--- config.mk ---
export PLATFORM = sky130hd
export DESIGN_NAME = pwm8_channel
export DESIGN_NICKNAME = d
export VERILOG_FILES = /design/src/rtl/pwm8_pkg.sv /design/src/rtl/pwm8_ctrl_reg.sv /design/src/rtl/pwm8_prescale.sv /design/src/rtl/pwm8_core.sv /design/src/rtl/pwm8_channel.sv
export SDC_FILE = /design/constraint.sdc
export NUM_CORES = 1
export LEC_CHECK = 0
export ABC_AREA = 1
export BUFFER_PORTS_ARGS = -buffer_cell sky130_fd_sc_hd__buf_2
export CORE_ASPECT_RATIO = 0.5
export CORE_MARGIN = 3
export CORE_UTILIZATION = 50
export DETAILED_ROUTE_END_ITERATION = 12
export PLACE_DENSITY = 0.78
export SETUP_SLACK_MARGIN = 0.4
export SLEW_MARGIN = 20
export SYNTH_ARGS = -nofsm -noshare
export SYNTH_HDL_FRONTEND = slang
export SYNTH_SLANG_ARGS = --single-unit
--- constraint.sdc ---
create_clock -name clk -period 3.3 [get_ports clk]
set_input_delay 0.165 -clock clk [delete_from_list [all_inputs] [get_ports clk]]
set_output_delay 0.165 -clock clk [all_outputs]
set_load 0.005 [all_outputs]
--- src/rtl/pwm8_pkg.sv ---
`timescale 1ns/1ps
package pwm8_pkg;
  localparam int REG_W   = 32;
  localparam int CNT_W   = 8;
  localparam int EN_BIT  = 31;
  localparam int LVL_BIT = 30;
  localparam int RLD_LSB = 8;
  localparam int CMP_LSB = 0;

  typedef struct packed {
    logic             en;
    logic             lvl;
    logic [CNT_W-1:0] rld;
    logic [CNT_W-1:0] cmp;
  } ctrl_t;
endpackage

--- src/rtl/pwm8_ctrl_reg.sv ---
`timescale 1ns/1ps
module pwm8_ctrl_reg
  import pwm8_pkg::*;
#(
  parameter int ADDR_W   = 4,
  parameter int REG_ADDR = 0
) (
  input  logic              clk,
  input  logic              rst_n,
  input  logic [ADDR_W-1:0] addr,
  input  logic              we,
  input  logic [REG_W-1:0]  wdata,
  output logic [REG_W-1:0]  rdata,
  output ctrl_t             ctrl
);
  localparam logic [ADDR_W-1:0] HIT_ADDR = REG_ADDR[ADDR_W-1:0];

  logic hit;
  assign hit = (addr == HIT_ADDR);

  always_ff @(posedge clk or negedge rst_n) begin
    if (!rst_n) begin
      ctrl <= '0;
    end else if (we && hit) begin
      ctrl.en  <= wdata[EN_BIT];
      ctrl.lvl <= wdata[LVL_BIT];
      ctrl.rld <= wdata[RLD_LSB +: CNT_W];
      ctrl.cmp <= wdata[CMP_LSB +: CNT_W];
    end
  end

  always_comb begin
    rdata = '0;
    if (hit) begin
      rdata[EN_BIT]             = ctrl.en;
      rdata[LVL_BIT]            = ctrl.lvl;
      rdata[RLD_LSB +: CNT_W]   = ctrl.rld;
      rdata[CMP_LSB +: CNT_W]   = ctrl.cmp;
    end
  end

  AST_MISS_HOLD: assert property (@(posedge clk) disable iff (!rst_n)
    (we && !hit) |=> $stable(ctrl));
  AST_NO_WRITE_HOLD: assert property (@(posedge clk) disable iff (!rst_n)
    !we |=> $stable(ctrl));
endmodule

--- src/rtl/pwm8_prescale.sv ---
`timescale 1ns/1ps
module pwm8_prescale #(
  parameter int W = 8
) (
  input  logic         clk,
  input  logic         rst_n,
  input  logic         clr,
  input  logic [W-1:0] reload,
  output logic         tick
);
  localparam logic [W:0] FULL_DIV = {1'b1, {W{1'b0}}};

  logic [W-1:0] cnt_q;
  logic [W:0]   div;

  assign div  = (reload == '0) ? FULL_DIV : {1'b0, reload};
  assign tick = !clr && ({1'b0, cnt_q} == (div - 1'b1));

  always_ff @(posedge clk or negedge rst_n) begin
    if (!rst_n)     cnt_q <= '0;
    else if (clr)   cnt_q <= '0;
    else if (tick)  cnt_q <= '0;
    else            cnt_q <= cnt_q + 1'b1;
  end

  AST_PRE_RANGE: assert property (@(posedge clk) disable iff (!rst_n)
    !clr |-> ({1'b0, cnt_q} < div));
  AST_PRE_CLEARED: assert property (@(posedge clk) disable iff (!rst_n)
    clr |=> (cnt_q == '0));
endmodule

--- src/rtl/pwm8_core.sv ---
`timescale 1ns/1ps
module pwm8_core
  import pwm8_pkg::*;
#(
  parameter int W = CNT_W
) (
  input  logic         clk,
  input  logic         rst_n,
  input  logic         en,
  input  logic         lvl,
  input  logic [W-1:0] rld_reg,
  input  logic [W-1:0] cmp_reg,
  output logic         pwm_out
);
  localparam logic [W-1:0] PH_MAX = '1;

  logic         run_q;
  logic         idle;
  logic         tick;
  logic         wrap;
  logic [W-1:0] phase_q;
  logic [W-1:0] rld_a;
  logic [W-1:0] cmp_a;

  assign idle = !(en && run_q);
  assign wrap = tick && (phase_q == PH_MAX);

  pwm8_prescale #(.W(W)) u_pre (
    .clk    (clk),
    .rst_n  (rst_n),
    .clr    (idle),
    .reload (rld_a),
    .tick   (tick)
  );

  always_ff @(posedge clk or negedge rst_n) begin
    if (!rst_n) begin
      run_q   <= 1'b0;
      phase_q <= '0;
      rld_a   <= '0;
      cmp_a   <= '0;
      pwm_out <= 1'b0;
    end else begin
      run_q <= en;
      if (idle || wrap) begin
        rld_a <= rld_reg;
        cmp_a <= cmp_reg;
      end
      if (idle)      phase_q <= '0;
      else if (tick) phase_q <= phase_q + 1'b1;
      pwm_out <= idle ? lvl : (phase_q >= cmp_a);
    end
  end

  AST_SHADOW_HOLD: assert property (@(posedge clk) disable iff (!rst_n)
    (!idle && !wrap) |=> ($stable(rld_a) && $stable(cmp_a)));
  AST_PHASE_STALL: assert property (@(posedge clk) disable iff (!rst_n)
    (!idle && !tick) |=> $stable(phase_q));
  AST_PHASE_STEP: assert property (@(posedge clk) disable iff (!rst_n)
    (!idle && tick) |=> (phase_q == $past(phase_q) + 1'b1));
  AST_START_FRESH: assert property (@(posedge clk) disable iff (!rst_n)
    (en && !run_q) |=> (phase_q == '0 && rld_a == $past(rld_reg) && cmp_a == $past(cmp_reg)));
  AST_IDLE_LEVEL: assert property (@(posedge clk) disable iff (!rst_n)
    !en |=> (pwm_out == $past(lvl)));
endmodule

--- src/rtl/pwm8_channel.sv ---
`timescale 1ns/1ps
module pwm8_channel
  import pwm8_pkg::*;
#(
  parameter int ADDR_W = 4
) (
  input  logic              clk,
  input  logic              rst_n,
  input  logic [ADDR_W-1:0] bus_addr,
  input  logic              bus_we,
  input  logic [REG_W-1:0]  bus_wdata,
  output logic [REG_W-1:0]  bus_rdata,
  output logic              pwm_out
);
  ctrl_t ctrl;

  pwm8_ctrl_reg #(.ADDR_W(ADDR_W), .REG_ADDR(0)) u_reg (
    .clk   (clk),
    .rst_n (rst_n),
    .addr  (bus_addr),
    .we    (bus_we),
    .wdata (bus_wdata),
    .rdata (bus_rdata),
    .ctrl  (ctrl)
  );

  pwm8_core #(.W(CNT_W)) u_core (
    .clk     (clk),
    .rst_n   (rst_n),
    .en      (ctrl.en),
    .lvl     (ctrl.lvl),
    .rld_reg (ctrl.rld),
    .cmp_reg (ctrl.cmp),
    .pwm_out (pwm_out)
  );
endmodule

==> summary.md <==
| Metric | Value |
|---|---|
| Arr. time, crit path | `2.64 ns` |
| Top FF cell, synth | `dfrtp_1` |
| Fin util | `0.5931` |
| CORE AREA | `5587 µm²` |
| Pwr per Cell Area | `671.8 nW/µm²` |
| Placed cell areas | `3158 µm²` |
| Fin Setup TNS | `0 ns` |
| Post CTS Setup Buffer Count | `0` |
| Fmax | `411.0 MHz` |
| Worst slew margin | `0.2846` |
| Die ar. | `6903 µm²` |
| Largest net degree at the start of global routing | `37` |
| H-tree levels | `2` |
| Post-synth EDFFs | `0` |
| CTS Sinks | `52` |
| Initial antenna violation count | `0` |
| Gpl congestion | `0.8411` |
| Synth warn | `0` |
| Final hold vios | `0` |
| Area growth syn-to-layout | `12.49%` |
| Sw frac | `0.3847` |
| Maximum clock insertion buffer count | `2` |
| Dpl hpwl | `4267 µm` |
| Most common cell after layout, fill and taps aside | `nand2_1` |
| Final setup viols | `0` |
| Die Y | `60.27 µm` |
| CP Max Fanout | `11` |
| Initial DRT Pass Iterations | `4` |
| Area occupied by registers | `1301 µm²` |
| TritonCTS buffer count | `5` |
| Antenna Nets Post-Route | `0` |
| CTS tree | `built` |
| Routed WL per cell | `11.49 µm` |
| Worst setup EP type | `flop` |
| First-pass GRT wire length | `9915 µm` |
| Final Critical Period | `2.433 ns` |
| Port bufs | `43` |
| Reg power frac | `0.431` |
| DRT iter0 DRCs | `116` |
| Worst skew pair latency | `0.29 ns` |
| Worst setup margin | `0.8668 ns` |
| Ys async rst share | `1.000` |
| Post-Place Setup Slack | `0.8807 ns` |
| Average size of a mapped cell | `7.690 µm²` |
| Crit start category | `flop` |
| Routed WL | `5745 µm` |
| Max IR drop VDD | `292.8 µV` |
| Worst Hold Class | `input pin to flop` |
| Worst Max-Slew Pin Slew | `1.071 ns` |
| Critical path required time | `3.51 ns` |
| Status | `finished, final reports clean` |
| ANT cells | `0` |
| Drt drc | `0` |
| Vias in the first global route | `2138` |
| Routed vias/inst | `4.818` |
| Initial Utilization | `0.5272` |
| Gate power share | `0.340` |
| Final net count | `477` |
| Post-synthesis instance area | `2945 µm²` |
| Clock Power Share | `0.229` |
| Cell taking the most area after synthesis | `dfrtp_1` |
| Post-synth cell types | `31` |
| Cells after synthesis | `383` |
| Area of the multi-input gates | `1355 µm²` |
| CTS clk-pin slew, worst paths | `0.07 ns` |
| Final Skew | `0.005934 ns` |
| RSZ-0062 raised after global routing | `false` |
| Post-route cell area | `3313 µm²` |
| Max Slew Vio Count | `0` |
| Root Buffer | `clkbuf_16` |
| FF+latch count, synth | `52` |
| Period utilisation layout | `0.7373` |
| Most frequent cells in the layout | `nand2_1, nor2_1, dfrtp_1, inv_1, buf_2` |
| Layout cell share with drive strength beyond 1 | `0.1475` |
| GRT Total Usage | `0.1843` |
| Switching power total | `856.2 µW` |
| Max Cap Viol | `0` |
| Kind of critical path | `flop to flop` |
| FILL cells | `480` |
| Inst Count DP | `491` |
| Synth area leaders | `dfrtp_1, nand2_1, nor2_1` |
| Final Instance Count excl. Fillers | `500` |
| Leak | `0.001864 µW` |
| Grt total ovfl | `0` |
| Cell internal pwr | `1370 µW` |
| DIE WIDTH | `114.5 µm` |
| Via count | `2409` |
| Num rows | `19` |
| I/O pins | `72` |
| Seq/Total Area, Yosys | `0.4418` |
| Synth top area share | `0.4418` |
==> synthesized netlist by cell type (3+ instances only) <==
cell / n
clkbuf_1: 5
nand3b_1: 3
ha_1: 12
dfrtp_1: 52
xnor2_1: 4
a21oi_1: 23
o21ai_1: 4
xor2_1: 7
nand2_1: 90
nand3_1: 32
nor2_1: 65
buf_4: 17
nand4_1: 4
inv_1: 45
==> final cells by class <==
type / count / share of cell area
sequential: 52 / 0.3927
multi-input combinational: 273 / 0.4090
clock buffer: 6 / 0.03890
clock inverter: 2 / 0.004909
inverter: 48 / 0.05438
tap: 73 / 0.02757
timing repair buffer: 46 / 0.07251
==> final timing paths <==
path                                             startpoint                         endpoint  slack (ns)  cells after the start
min in group asynchronous                             rst_n  u_core.u_pre.cnt_q[3]$_DFF_PN0_        0.45                      2
worst max-delay path            u_core.rld_a[0]$_DFFE_PN0P_  u_core.u_pre.cnt_q[4]$_DFF_PN0_        0.87                     12
worst min-delay path                           bus_wdata[2]        u_reg.ctrl[2]$_DFFE_PN0P_        0.12                      3
worst max register to register  u_core.rld_a[0]$_DFFE_PN0P_  u_core.u_pre.cnt_q[4]$_DFF_PN0_        0.87                     12
max in group asynchronous                             rst_n    u_core.phase_q[5]$_DFFE_PN0P_        2.09                      3
worst min register to register   u_reg.ctrl[17]$_DFFE_PN0P_           u_core.run_q$_DFF_PN0_        0.42                      0
==> kinds of logic after synthesis <==
family                   Yosys count  synth area share
AO/OA/AOI/OAI                     32           0.06245
AND/OR/NAND/NOR                  204            0.2961
other                              1          0.001273
adder cells (fa/ha/maj)           12           0.05098
flip-flops                        52            0.4418
XOR/XNOR                          11           0.03271
buffers and inverters             71            0.1147
==> flip-flops by register name, summed over array words and instances, names as in the netlist <==
register / flops
u_core.pwm_out: 1
u_core.rld_a: 8
u_reg.ctrl: 18
u_core.cmp_a: 8
u_core.u_pre.cnt_q: 8
u_core.run_q: 1
u_core.phase_q: 8
==> power groups by stage <==
stage / Sequential (µW) / Clock [µW] / Combinational (µW)
3_3_place_gp: 962 / 0 / 734
4_1_cts: 958 / 523 / 765
2_1_floorplan: 927 / 0 / 629
6_report: 959 / 510 / 757
5_1_grt: 985 / 550 / 889
3_5_place_dp: 966 / 0 / 754
==> per-layer routing <==
| layer | track usage | wire (µm) |
|---|---|---|
| met1 | 0.2635 | 2786 |
| met2 | 0.2961 | 2514 |
| met3 | 0.02932 | 392 |
| met4 | 0.04569 | 51 |
| met5 | 0 | 0 |
==> through the flow <==
step           hold slack [ns]  power [µW]
4_1_cts                 0.1180        2245
3_3_place_gp            0.2253        1696
2_1_floorplan          -0.1306        1557
6_report                0.1171        2226
5_1_grt                 0.1213        2424
3_5_place_dp            0.2330        1720
==> worst max-delay path: stages (launching register included) <==
cell and delay [ns]:
dfrtp_1 0.41, inv_1 0.11, ha_1 0.18, nand2_1 0.09, o21ai_2 0.25, nand2_1 0.14
nor2_1 0.11, nand2_1 0.07, nand3_2 0.11, nor2_2 0.08, nor2_1 0.58, nand2_1 0.11
nor2_1 0.12
==> what timing repair did <==
| item | CTS | global route |
|---|---|---|
| gates resized for setup | 0 | 0 |
| setup endpoints to repair | 0 | 0 |
| endpoints found under the hold margin | 28 | 0 |
| hold buffers | 1 | 0 |
No activity file was read; power rests on OpenSTA's default activity.
